<file path="config.mk">
export PLATFORM = sky130hd
export DESIGN_NAME = word_unpacker
export DESIGN_NICKNAME = d
export VERILOG_FILES = /design/src/rtl/wup_pkg.sv /design/src/rtl/wup_len_dec.sv /design/src/rtl/wup_lane_sel.sv /design/src/rtl/wup_drain_ctl.sv /design/src/rtl/word_unpacker.sv
export SDC_FILE = /design/constraint.sdc
export NUM_CORES = 1
export LEC_CHECK = 0
export ABC_AREA = 0
export BUFFER_PORTS_ARGS = -buffer_cell sky130_fd_sc_hd__clkbuf_2
export CORE_ASPECT_RATIO = 1.2
export CORE_MARGIN = 4
export CORE_UTILIZATION = 52
export DETAILED_ROUTE_END_ITERATION = 10
export GPL_ROUTABILITY_DRIVEN = 1
export GPL_TIMING_DRIVEN = 1
export PLACE_DENSITY = 0.81
export SYNTH_ARGS = -nofsm -noshare
export SYNTH_HDL_FRONTEND = slang
export SYNTH_SLANG_ARGS = --single-unit
</file>
<file path="constraint.sdc">
create_clock -name clk -period 1.9 [get_ports clk]
set_clock_uncertainty 0.05 [all_clocks]
set_input_delay 0.19 -clock clk [delete_from_list [all_inputs] [get_ports clk]]
set_output_delay 0.19 -clock clk [all_outputs]
set_load 0.1 [all_outputs]
</file>
<file path="src/rtl/wup_pkg.sv">
package wup_pkg;
  localparam int WUP_BYTE_W = 8;
  localparam int WUP_LANES  = 4;
  localparam int WUP_WORD_W = WUP_BYTE_W * WUP_LANES;
  localparam int WUP_IDX_W  = $clog2(WUP_LANES);
  localparam int WUP_CNT_W  = $clog2(WUP_LANES + 1);

  // marker values placed in the unused upper lanes
  localparam logic [WUP_BYTE_W-1:0] MARK_SINGLE = 8'h80;
  localparam logic [WUP_BYTE_W-1:0] MARK_PAIR   = 8'h81;
  localparam logic [WUP_BYTE_W-1:0] MARK_TRIPLE = 8'h82;

  typedef logic [WUP_CNT_W-1:0] wup_cnt_t;
  typedef logic [WUP_IDX_W-1:0] wup_idx_t;

  // number of payload bytes in an encoded word, tested in priority order
  function automatic wup_cnt_t wup_byte_count(input logic [WUP_WORD_W-1:0] w);
    wup_cnt_t n;
    if (w[31:8] == {3{MARK_SINGLE}})
      n = wup_cnt_t'(1);
    else if (w[31:16] == {2{MARK_PAIR}})
      n = wup_cnt_t'(2);
    else if (w[31:24] == MARK_TRIPLE)
      n = wup_cnt_t'(3);
    else
      n = wup_cnt_t'(WUP_LANES);
    return n;
  endfunction
endpackage

</file>
<file path="src/rtl/wup_len_dec.sv">
module wup_len_dec
  import wup_pkg::*;
(
  input  logic [WUP_WORD_W-1:0] word_i,
  output wup_idx_t              last_idx_o
);
  wup_cnt_t cnt;
  always_comb begin
    cnt        = wup_byte_count(word_i);
    last_idx_o = wup_idx_t'(cnt - wup_cnt_t'(1));
  end
endmodule

</file>
<file path="src/rtl/wup_lane_sel.sv">
module wup_lane_sel #(
  parameter int LANES  = 4,
  parameter int BYTE_W = 8,
  localparam int IDX_W = $clog2(LANES)
) (
  input  logic [LANES*BYTE_W-1:0] word_i,
  input  logic [IDX_W-1:0]        idx_i,
  output logic [BYTE_W-1:0]       byte_o
);
  logic [BYTE_W-1:0] lane [LANES];
  for (genvar g = 0; g < LANES; g++) begin : g_lane
    assign lane[g] = word_i[g*BYTE_W +: BYTE_W];
  end
  assign byte_o = lane[idx_i];
endmodule

</file>
<file path="src/rtl/wup_drain_ctl.sv">
module wup_drain_ctl
  import wup_pkg::*;
(
  input  logic     clk,
  input  logic     rst_n,
  input  logic     load_i,
  input  wup_idx_t load_last_idx_i,
  input  logic     take_i,
  output logic     busy_o,
  output wup_idx_t idx_o,
  output logic     last_o
);
  wup_idx_t last_idx_q;

  always_ff @(posedge clk or negedge rst_n) begin
    if (!rst_n) begin
      busy_o     <= 1'b0;
      idx_o      <= '0;
      last_idx_q <= '0;
    end else if (load_i) begin
      busy_o     <= 1'b1;
      idx_o      <= '0;
      last_idx_q <= load_last_idx_i;
    end else if (take_i) begin
      if (last_o) begin
        busy_o <= 1'b0;
        idx_o  <= '0;
      end else begin
        idx_o <= idx_o + wup_idx_t'(1);
      end
    end
  end

  assign last_o = busy_o && (idx_o == last_idx_q);
endmodule

</file>
<file path="src/rtl/word_unpacker.sv">
module word_unpacker
  import wup_pkg::*;
#(
  parameter int TAG_W = 4
) (
  input  logic                  clk,
  input  logic                  rst_n,
  input  logic                  in_valid,
  output logic                  in_ready,
  input  logic [WUP_WORD_W-1:0] in_word,
  input  logic [TAG_W-1:0]      in_tag,
  output logic                  out_valid,
  input  logic                  out_ready,
  output logic [WUP_BYTE_W-1:0] out_byte,
  output logic [TAG_W-1:0]      out_tag,
  output logic                  out_last
);
  logic [WUP_WORD_W-1:0] word_q;
  logic [TAG_W-1:0]      tag_q;
  wup_idx_t              dec_last_idx;
  wup_idx_t              cur_idx;
  logic                  busy;
  logic                  last;

  // named events, also observed by the bound checker
  logic load_evt;
  logic take_evt;

  assign take_evt = busy && out_ready;
  assign in_ready = !busy || (take_evt && last);
  assign load_evt = in_valid && in_ready;

  wup_len_dec u_dec (
    .word_i     (in_word),
    .last_idx_o (dec_last_idx)
  );

  wup_drain_ctl u_ctl (
    .clk             (clk),
    .rst_n           (rst_n),
    .load_i          (load_evt),
    .load_last_idx_i (dec_last_idx),
    .take_i          (take_evt),
    .busy_o          (busy),
    .idx_o           (cur_idx),
    .last_o          (last)
  );

  always_ff @(posedge clk or negedge rst_n) begin
    if (!rst_n) begin
      word_q <= '0;
      tag_q  <= '0;
    end else if (load_evt) begin
      word_q <= in_word;
      tag_q  <= in_tag;
    end
  end

  wup_lane_sel #(.LANES(WUP_LANES), .BYTE_W(WUP_BYTE_W)) u_sel (
    .word_i (word_q),
    .idx_i  (cur_idx),
    .byte_o (out_byte)
  );

  assign out_valid = busy;
  assign out_tag   = tag_q;
  assign out_last  = last;
endmodule

</file>
# Word-level counts from Yosys, hierarchy flattened

Index checks and enable logic that the tools add are counted.

Register bits after elaboration: 41
Bits of input ports: 40
Output and inout port bits: 15
Word-level logic and storage cells: 34

Add/subtract/negate cells: 2
$lt $le $gt $ge: 1
Equality and inequality tests: 4
Mux-type cells: 12
Bitwise operators: 1
Reduce and logical (&&, ||, !) cells: 9

Operators by type and width:

| kind                                                     | count |
|---|---|
| equality test 24 bit, second input constant              | 1 |
| binary-select mux 8 bit (select 2 bit)                   | 1 |
| equality test 16 bit, second input constant              | 1 |
| 2-to-1 mux 8 bit                                         | 2 |
| 2-to-1 mux 2 bit                                         | 6 |
| equality test 8 bit, second input constant               | 1 |
| logical AND 1 bit                                        | 4 |
| nonzero test 2 bit                                       | 2 |
| greater-or-equal comparator 3 bit, second input constant | 1 |
| 2-to-1 mux 1 bit                                         | 3 |
| inverter 2 -> 3 bit                                      | 1 |
| adder 2 x 1 -> 2 bit, second input constant              | 1 |
| equality test 2 bit                                      | 1 |
| AND reduction 2 bit                                      | 1 |
| subtractor 2 x 1 -> 2 bit, second input constant         | 1 |
| logical NOT 1 bit                                        | 1 |
| logical OR 1 bit                                         | 1 |

# Depth between registers and ports, before layout

Gate-level depths: netlist (run 1).

Depth in word-level cells: 7
Gate-level depth with buffers: 5
Mapped depth without buffers: 4

# Hierarchy

A second synthesis (run 1) with hierarchy kept.

Cell total of the unflattened synthesis: 213
Area total of the unflattened synthesis: 2,423.6 µm²

By module, submodules not included:

| module        | times used | cells an instance | area an instance (µm²) |
|---|---|---|---|
| word_unpacker | 1          | 166               | 1,863.0 |
| wup_drain_ctl | 1          | 25                | 257.7 |
| wup_lane_sel  | 1          | 10                | 196.4 |
| wup_len_dec   | 1          | 12                | 106.4 |

# Worst setup path after synthesis (run 1)

No wires, ideal clock.

Kind: register to register
Start point: register u_ctl.busy_o
End point: register u_ctl.idx_o[1]
Library setup time: 0.126 ns
Data arrival time: 3.083 ns
Data required time: 1.724 ns
Setup slack: -1.359 ns
Stages on the path, launching flop included: 5
Buffers on the path: 1
Period minus slack after synthesis: 3.259 ns
Path through: dfrtp_1 > clkbuf_2 > nor3b_2 > o21ai_0 > a221o_1

Word-level cells in the longest chain between the ends: 5
Elaborated cells on any way between the ends: 10
Classes of those cells: mux (3); reduce/logical (7)

Ends and longest elaborated chain:

| element                                                       | RTL line            | RTL |
|---|---|---|
| start: declaration                                            | wup_drain_ctl.sv:9  | `output logic busy_o,` |
| start signal: assignment                                      | wup_drain_ctl.sv:17 | `busy_o <= 1'b0;` |
| start signal: assignment                                      | wup_drain_ctl.sv:21 | `busy_o <= 1'b1;` |
| start signal: assignment                                      | wup_drain_ctl.sv:26 | `busy_o <= 1'b0;` |
| logical AND 1 bit (*)                                         | wup_drain_ctl.sv:34 | `assign last_o = busy_o && (idx_o == last_idx_q);` |
| named net out_last                                            | word_unpacker.sv:16 | `output logic out_last` |
| logical AND 1 bit                                             | word_unpacker.sv:30 | `assign in_ready = !busy \|\| (take_evt && last);` |
| logical OR 1 bit                                              | word_unpacker.sv:30 |  |
| logical AND 1 bit                                             | word_unpacker.sv:31 | `assign load_evt = in_valid && in_ready;` |
| 2-to-1 mux 2 bit / nonzero test 2 bit (equally long branches) | --                  |  |
| end signal: assignment                                        | wup_drain_ctl.sv:29 | `idx_o <= idx_o + wup_idx_t'(1);` |
| end: declaration                                              | wup_drain_ctl.sv:10 | `output wup_idx_t idx_o,` |

The timed path passes the listed nets; every way through them passes the cells marked *. The select of a mux whose other input is x is not followed.
A chain may end at the register's enable or synchronous reset.

# Worst setup path after layout (run 1)

Start point: register u_ctl.idx_o[0]
End point: output out_byte[5]

Word-level cells in the longest chain between the ends: 4

Ends and longest elaborated chain:

| element                                             | RTL line            | RTL |
|---|---|---|
| inverter 2 -> 3 bit (not written as such)           | wup_lane_sel.sv:14  | `assign byte_o = lane[idx_i];` |
| binary-select mux 8 bit (select 2 bit)              | wup_lane_sel.sv:14  |  |
| 2-to-1 mux 8 bit (not written as such) (2 in a row) | wup_lane_sel.sv:14  |  |
| end: declaration                                    | word_unpacker.sv:14 | `output logic [WUP_BYTE_W-1:0] out_byte,` |

No other way between the ends. The select of a mux whose other input is x is not followed.

==> results of run 1 <==
critical path: cells and delay by family (launching register included):
kind                   cells  cell delay, ns
DFF                        1            0.43
buffers and inverters      2            0.36
muxes                      1            0.55
layer usage:
| layer | GRT usage (%) | up-vias |
|---|---|---|
| met4 | 6.639 | 0 |
| met2 | 35.36 | 71 |
| met3 | 5.263 | 17 |
| li1 | - | 614 |
| met1 | 24.59 | 711 |
| met5 | 0 | - |
synth_stat cells, drive strengths merged (2+ instances only):
cell type,count
nand4b,2
nor3b,2
nor2,3
mux4,8
a21oi,2
mux2,36
nand2,6
nor4,3
inv,2
nor4b,2
buf,6
xor2,2
o21ai,2
dfrtp,41
stage by stage:
step                      hold slack, ns  setup TNS (ns)
after floorplan                  -0.1556         -0.6497
after global placement            0.1666               0
after detailed placement          0.1869               0
after CTS                        0.07125               0
after global routing             0.06852        -0.04586
final                            0.07579               0
logic make-up (layout without fill, tap and decap cells):
kind of cell,count (synthesis),in the layout
muxes,45,45
buffers and inverters,9,77
xor gates and xnor gates,2,2
DFF,41,41
AOI/OAI and AO/OA,9,9
and+or+nand+nor,21,21
state kept, by name, indices dropped and copies added (netlist names):
signal	count
out_tag	4
u_ctl.idx_o	2
u_ctl.last_idx_q	2
u_ctl.busy_o	1
word_q	32
final timing paths:
kind | endpoint | slack [ns]
worst max register to register | word_q[19] | 0.03
min in group asynchronous | word_q[3] | 0.39
worst max-delay path | out_byte[5] | 0.02
worst min register to register | word_q[4] | 0.46
max in group asynchronous | word_q[20] | 0.82
worst min-delay path | word_q[1] | 0.08
layout make-up:
type / count / area, um2
sequential: 41 / 1030
multi-input combinational: 77 / 993.5
fill: 235 / 899.6
timing repair buffer: 68 / 624.3
clock buffer: 5 / 68.82
tap: 52 / 65.06
clock inverter: 2 / 35.03
inverter: 2 / 7.507
what timing repair did:
| item | 4_1_cts | 5_1_grt |
|---|---|---|
| endpoints found under the hold margin | 23 | 0 |
| endpoints found under the setup margin | 8 | 45 |
| pin swaps | 0 | 1 |
| resized for setup | 2 | 8 |
| setup buffers | 1 | 2 |
| gates cloned | 0 | 3 |
| hold buffers | 1 | 0 |
==> flow_summary.json, run 1 <==
{
  "cts-root-buf": "clkbuf_8",
  "grt_setup_unrepaired": "true",
  "hp-class": "in2reg",
  "nNetsFinal": 235,
  "layout_setup_ws_ns": 0.02318,
  "syn_inst": 127,
  "drtPass1Iterations": 4,
  "async_reset_ff_share_pct": 100.0,
  "htreeDepth": 2,
  "top_layer_used": "met4",
  "ant_nets": 0,
  "cts_buffers": 5,
  "grt_pass1_vias": 1510,
  "cpPeakStageDelay_ns": 0.55,
  "syn2layout_area_growth_pct": 37.20,
  "layout_commonest_cell": "clkbuf_2",
  "final_cell_mix": "clkbuf_2, dfrtp_1, mux2_4, buf_12, mux4_2",
  "wl_met3_um": 343,
  "clock_path_buffers": 2,
  "synth_fa_ha_area_share_pct": 0,
  "status": "completed",
  "drc": 0,
  "io_buffers": 54,
  "vias_per_cell": 5.721,
  "synth_area_leaders": "dfrtp_1, mux2_4, mux4_2",
  "synth_compound_area_share_pct": 3.891,
  "hold_viol": 0,
  "die_y_um": 76.92,
  "synth_area_leader_cell": "dfrtp_1",
  "seq_area_frac_synth_pct": 49.85,
  "die_w_um": 65.43,
  "layout-drive-gt1-share_pct": 63.59,
  "worstSkewPairLatency_ns": 0.28,
  "maxSlewViolCount": 0,
  "cap_violations": 0,
  "avgSynthCellArea_um2": 16.21,
  "grt_max_degree": 31,
  "critPathSlowestCell": "mux4_2",
  "cp.required_ns": 1.66,
  "syn_area_um2": 2058,
  "synth_top_family_by_area": "multiplexers",
  "place_area_um2": 2560,
  "r2r_start": "u_ctl.idx_o[0]",
  "ys_ff_latch": 41,
  "crit_path_frequent_cell": "buf_12",
  "hold_path_startpoint": "in_word[1]",
  "overflow": 0,
  "rows": 24,
  "wl_met1_mm": 1.956,
  "synth_nets": 167,
  "finalCritPeriodShare_pct": 98.78,
  "vias": 1413,
  "startpoint": "u_ctl.idx_o[0]",
  "whs_path_depth": 2,
  "timing.fmax_ghz": 0.5328,
  "synth_mux_area_share_pct": 35.50,
  "pre_cts_ws_ns": 0.1520,
  "ios": 55,
  "drt-initial-drc-count": 80,
  "start_util_pct": 55.28,
  "fin_util_pct": 75.84,
  "crit_chain": "buf_12 > mux4_2 > buf_12",
  "fin_cells": 247,
  "final_area_um2": 2824,
  "track_usage_pct": 20.49,
  "grt_first_pass_wirelength_mm": 7.728,
  "cts_tree": "yes",
  "yosys.area_share.simple_pct": 6.322,
  "yosysWarnings": 0,
  "end_kind": "output pin",
  "synthDistinctLibCells": 28,
  "worst_pin_slew_ns": 0.6069,
  "crit_arrival_ns": 1.64,
  "rr_worst_depth": 6,
  "routed_wl_mm": 5.063,
  "slew_headroom_pct": 58.97,
  "synth_edf_count": 0,
  "min_period_ns": 1.877,
  "crit_type": "reg2out",
  "critPathLaunchType": "register",
  "diodes": 0,
  "placed_cells": 233,
  "synth_top_flop_cell": "dfrtp_1",
  "cts.sink_count": 41,
  "antenna_found_initial": 0,
  "cp_max_fo": 9,
  "setup_viol": 0,
  "dieArea_um2": 5033,
  "hpwlAfterDp_mm": 3.441,
  "coreArea_um2": 3724,
  "dr_wl_met2_mm": 2.583,
  "yosysTopAreaCellShare_pct": 49.85,
  "clk_pin_slew_ns": 0.08,
  "synth_xor_area_share_pct": 1.216,
  "wl_per_cell_um": 20.50,
  "place.gp.congestion": 0.7809
}
Power of run 1 is not shown: default switching activity piles up to over one toggle a cycle in this logic, so the estimate is an artifact.
==> inputs of run 2 (changes only) <==
==> constraint.sdc (replaced) <==
create_clock -name clk -period 1.9 [get_ports clk]
set_clock_uncertainty 0.05 [all_clocks]
set_input_delay 0.19 -clock clk [delete_from_list [all_inputs] [get_ports clk]]
set_output_delay 0.19 -clock clk [all_outputs]
set_load 0.05 [all_outputs]
==> run 2 against run 1 <==
  * Hold slack lost 0.0020 ns
  * Clock-buffer cell count grew 2
  * First-iteration DRC count shrank 34%
  * Sequential share of layout area grew 3.0 points
  * Utilization shrank 5.9 points
  * Maximum frequency grew 2.4%
  * Global-route usage shrank 1.9 points
  * Non-clock buffer count shrank 8
  * Die area is the same
  * Via count shrank 7.9%
  * Highest routed layer unchanged
==> flow_summary.json, run 2 (synthesis results as in run 1) <==
{
  "crit_arrival_ns": 1.59,
  "placed_cells": 231,
  "syn2layout_area_growth_pct": 26.50,
  "critPathSlowestCell": "mux4_2",
  "p_comb_share_pct": 57.2,
  "start_util_pct": 55.28,
  "hpwlAfterDp_mm": 3.213,
  "whs_path_depth": 2,
  "critPathLaunchType": "register",
  "drtPass1Iterations": 5,
  "multi_input_area_um2": 979.7,
  "hp-class": "in2reg",
  "cap_violations": 0,
  "coreArea_um2": 3724,
  "track_usage_pct": 18.62,
  "hold_viol": 0,
  "drt-initial-drc-count": 53,
  "end_kind": "output pin",
  "fin_cells": 240,
  "regArea_um2": 1028,
  "vias": 1301,
  "die_y_um": 76.92,
  "power.leakage_nw": 1.208,
  "grt_setup_unrepaired": "false",
  "crit_type": "reg2out",
  "io_buffers": 54,
  "ant_nets": 0,
  "cp.required_ns": 1.66,
  "min_to": "out_tag[3]",
  "min_period_ns": 1.833,
  "final_area_um2": 2604,
  "finalCritPeriodShare_pct": 96.47,
  "regMostFlops": "word_q",
  "rr_worst_depth": 4,
  "die_w_um": 65.43,
  "layout_commonest_cell": "clkbuf_2",
  "cpPeakStageDelay_ns": 0.53,
  "grt_pass1_vias": 1474,
  "cp_max_fo": 12,
  "powerDensity_nw_per_um2": 2081,
  "drc": 0,
  "slew_headroom_pct": 61.19,
  "routed_wl_mm": 4.379,
  "clkPwrFrac_pct": 13.2,
  "post_cts_buffers": 0,
  "antenna_found_initial": 0,
  "setup_viol": 0,
  "clk_pin_slew_ns": 0.07,
  "final_cell_mix": "clkbuf_2, dfrtp_1, mux2_4, clkbuf_8, mux4_2",
  "rr_endpoint": "word_q[15]",
  "grt_max_degree": 26,
  "crit_chain": "buf_12 > mux4_2 > clkbuf_8",
  "cts-root-buf": "clkbuf_8",
  "timing.fmax_ghz": 0.5456,
  "worstSkewPairLatency_ns": 0.29,
  "r2r_start": "u_ctl.last_idx_q[1]",
  "cts_tree": "yes",
  "r2r_slack_ns": 0.10,
  "largest_reg_flops": 32,
  "wl_per_cell_um": 18.25,
  "maxSlewViolCount": 0,
  "worst_pin_slew_ns": 0.5821,
  "htreeDepth": 2,
  "ios": 55,
  "p_sw_mw": 2.146,
  "dieArea_um2": 5033,
  "whs_ns": 0.07383,
  "fin_util_pct": 69.93,
  "clock_path_buffers": 2,
  "cts_buffers": 5,
  "p_int_mw": 3.273,
  "status": "completed",
  "grt_first_pass_wirelength_mm": 7.044,
  "n_fill_cell": 259,
  "swShare_pct": 39.61,
  "place.gp.congestion": 0.7810,
  "setup_tns_ns": 0,
  "ir_drop_uv": 1035,
  "rows": 24,
  "nNetsFinal": 227,
  "place_area_um2": 2405,
  "seq_power_share_pct": 29.6,
  "cts.sink_count": 41,
  "hold_path_startpoint": "in_tag[3]",
  "layout-drive-gt1-share_pct": 61.70,
  "overflow": 0,
  "diodes": 0,
  "vias_per_cell": 5.421
}
run 2: changes by cell type in the layout (fill, tap and decap cells not counted), moves of 2 or more:
cell and delta:
clkbuf_8 +6, buf_4 -4, buf_12 -10, dfrtp_2 +2, clkbuf_2 +2, clkbuf_16 -2, clkbuf_4 +3
run 2: power groups by stage:
stage,registers (mW),logic [mW],clock network [mW]
finish,1.61,3.10,0.715
detailed placement,1.60,2.88,0
CTS,1.60,3.12,0.735
global placement,1.57,2.80,0
floorplan,1.68,2.24,0
global route,1.65,3.25,0.773
run 2: final cells by class:
| type | instances | area share [%] |
|---|---|---|
| Clock buffer | 7 | 3.316 |
| Clock inverter | 1 | 1.153 |
| Inverter | 2 | 0.2883 |
| Multi-Input combinational cell | 77 | 37.63 |
| Sequential cell | 41 | 39.50 |
| Tap cell | 52 | 2.499 |
| Timing Repair Buffer | 60 | 15.62 |
run 2: how the worst max path moves through the flow:
stage                        start             end
6_report            u_ctl.idx_o[0]     out_byte[6]
5_1_grt             u_ctl.idx_o[0]     out_byte[4]
4_1_cts             u_ctl.idx_o[0]     out_byte[4]
3_5_place_dp   u_ctl.last_idx_q[1]       word_q[4]
3_3_place_gp   u_ctl.last_idx_q[1]      word_q[15]
2_1_floorplan         u_ctl.busy_o  u_ctl.idx_o[1]
run 2: layer usage:
metal / routed length [um] / up-vias / global-route usage [%] / share of wire [%]
li1: - / 592 / - / -
met5: 0 / - / 0 / 0
met2: 2213 / 45 / 29.89 / 51
met4: 98 / 0 / 9.336 / 2.2
met1: 1810 / 657 / 23.29 / 41
met3: 255 / 7 / 4.240 / 5.8
run 2: metrics by stage:
step	worst slack, ns	power (mW)
floorplan	0.03102	3.919
global placement	0.1624	4.375
detailed placement	0.1169	4.478
CTS	0.005005	5.451
global route	0.01225	5.678
finish	0.06707	5.419
run 2: critical path, delay by kind of cell, from the launching register on:
kind,cells,cell delay [ns]
buffers and inverters,2,0.36
muxes,1,0.53
DFF,1,0.41
run 2: timing repair:
item                                    CTS  global route
endpoints found under the setup margin    8             9
hold buffers                              1             0
endpoints found under the hold margin    22             0
gates resized for setup                  16             2
Note: power is estimated with default switching activity, not from simulation.
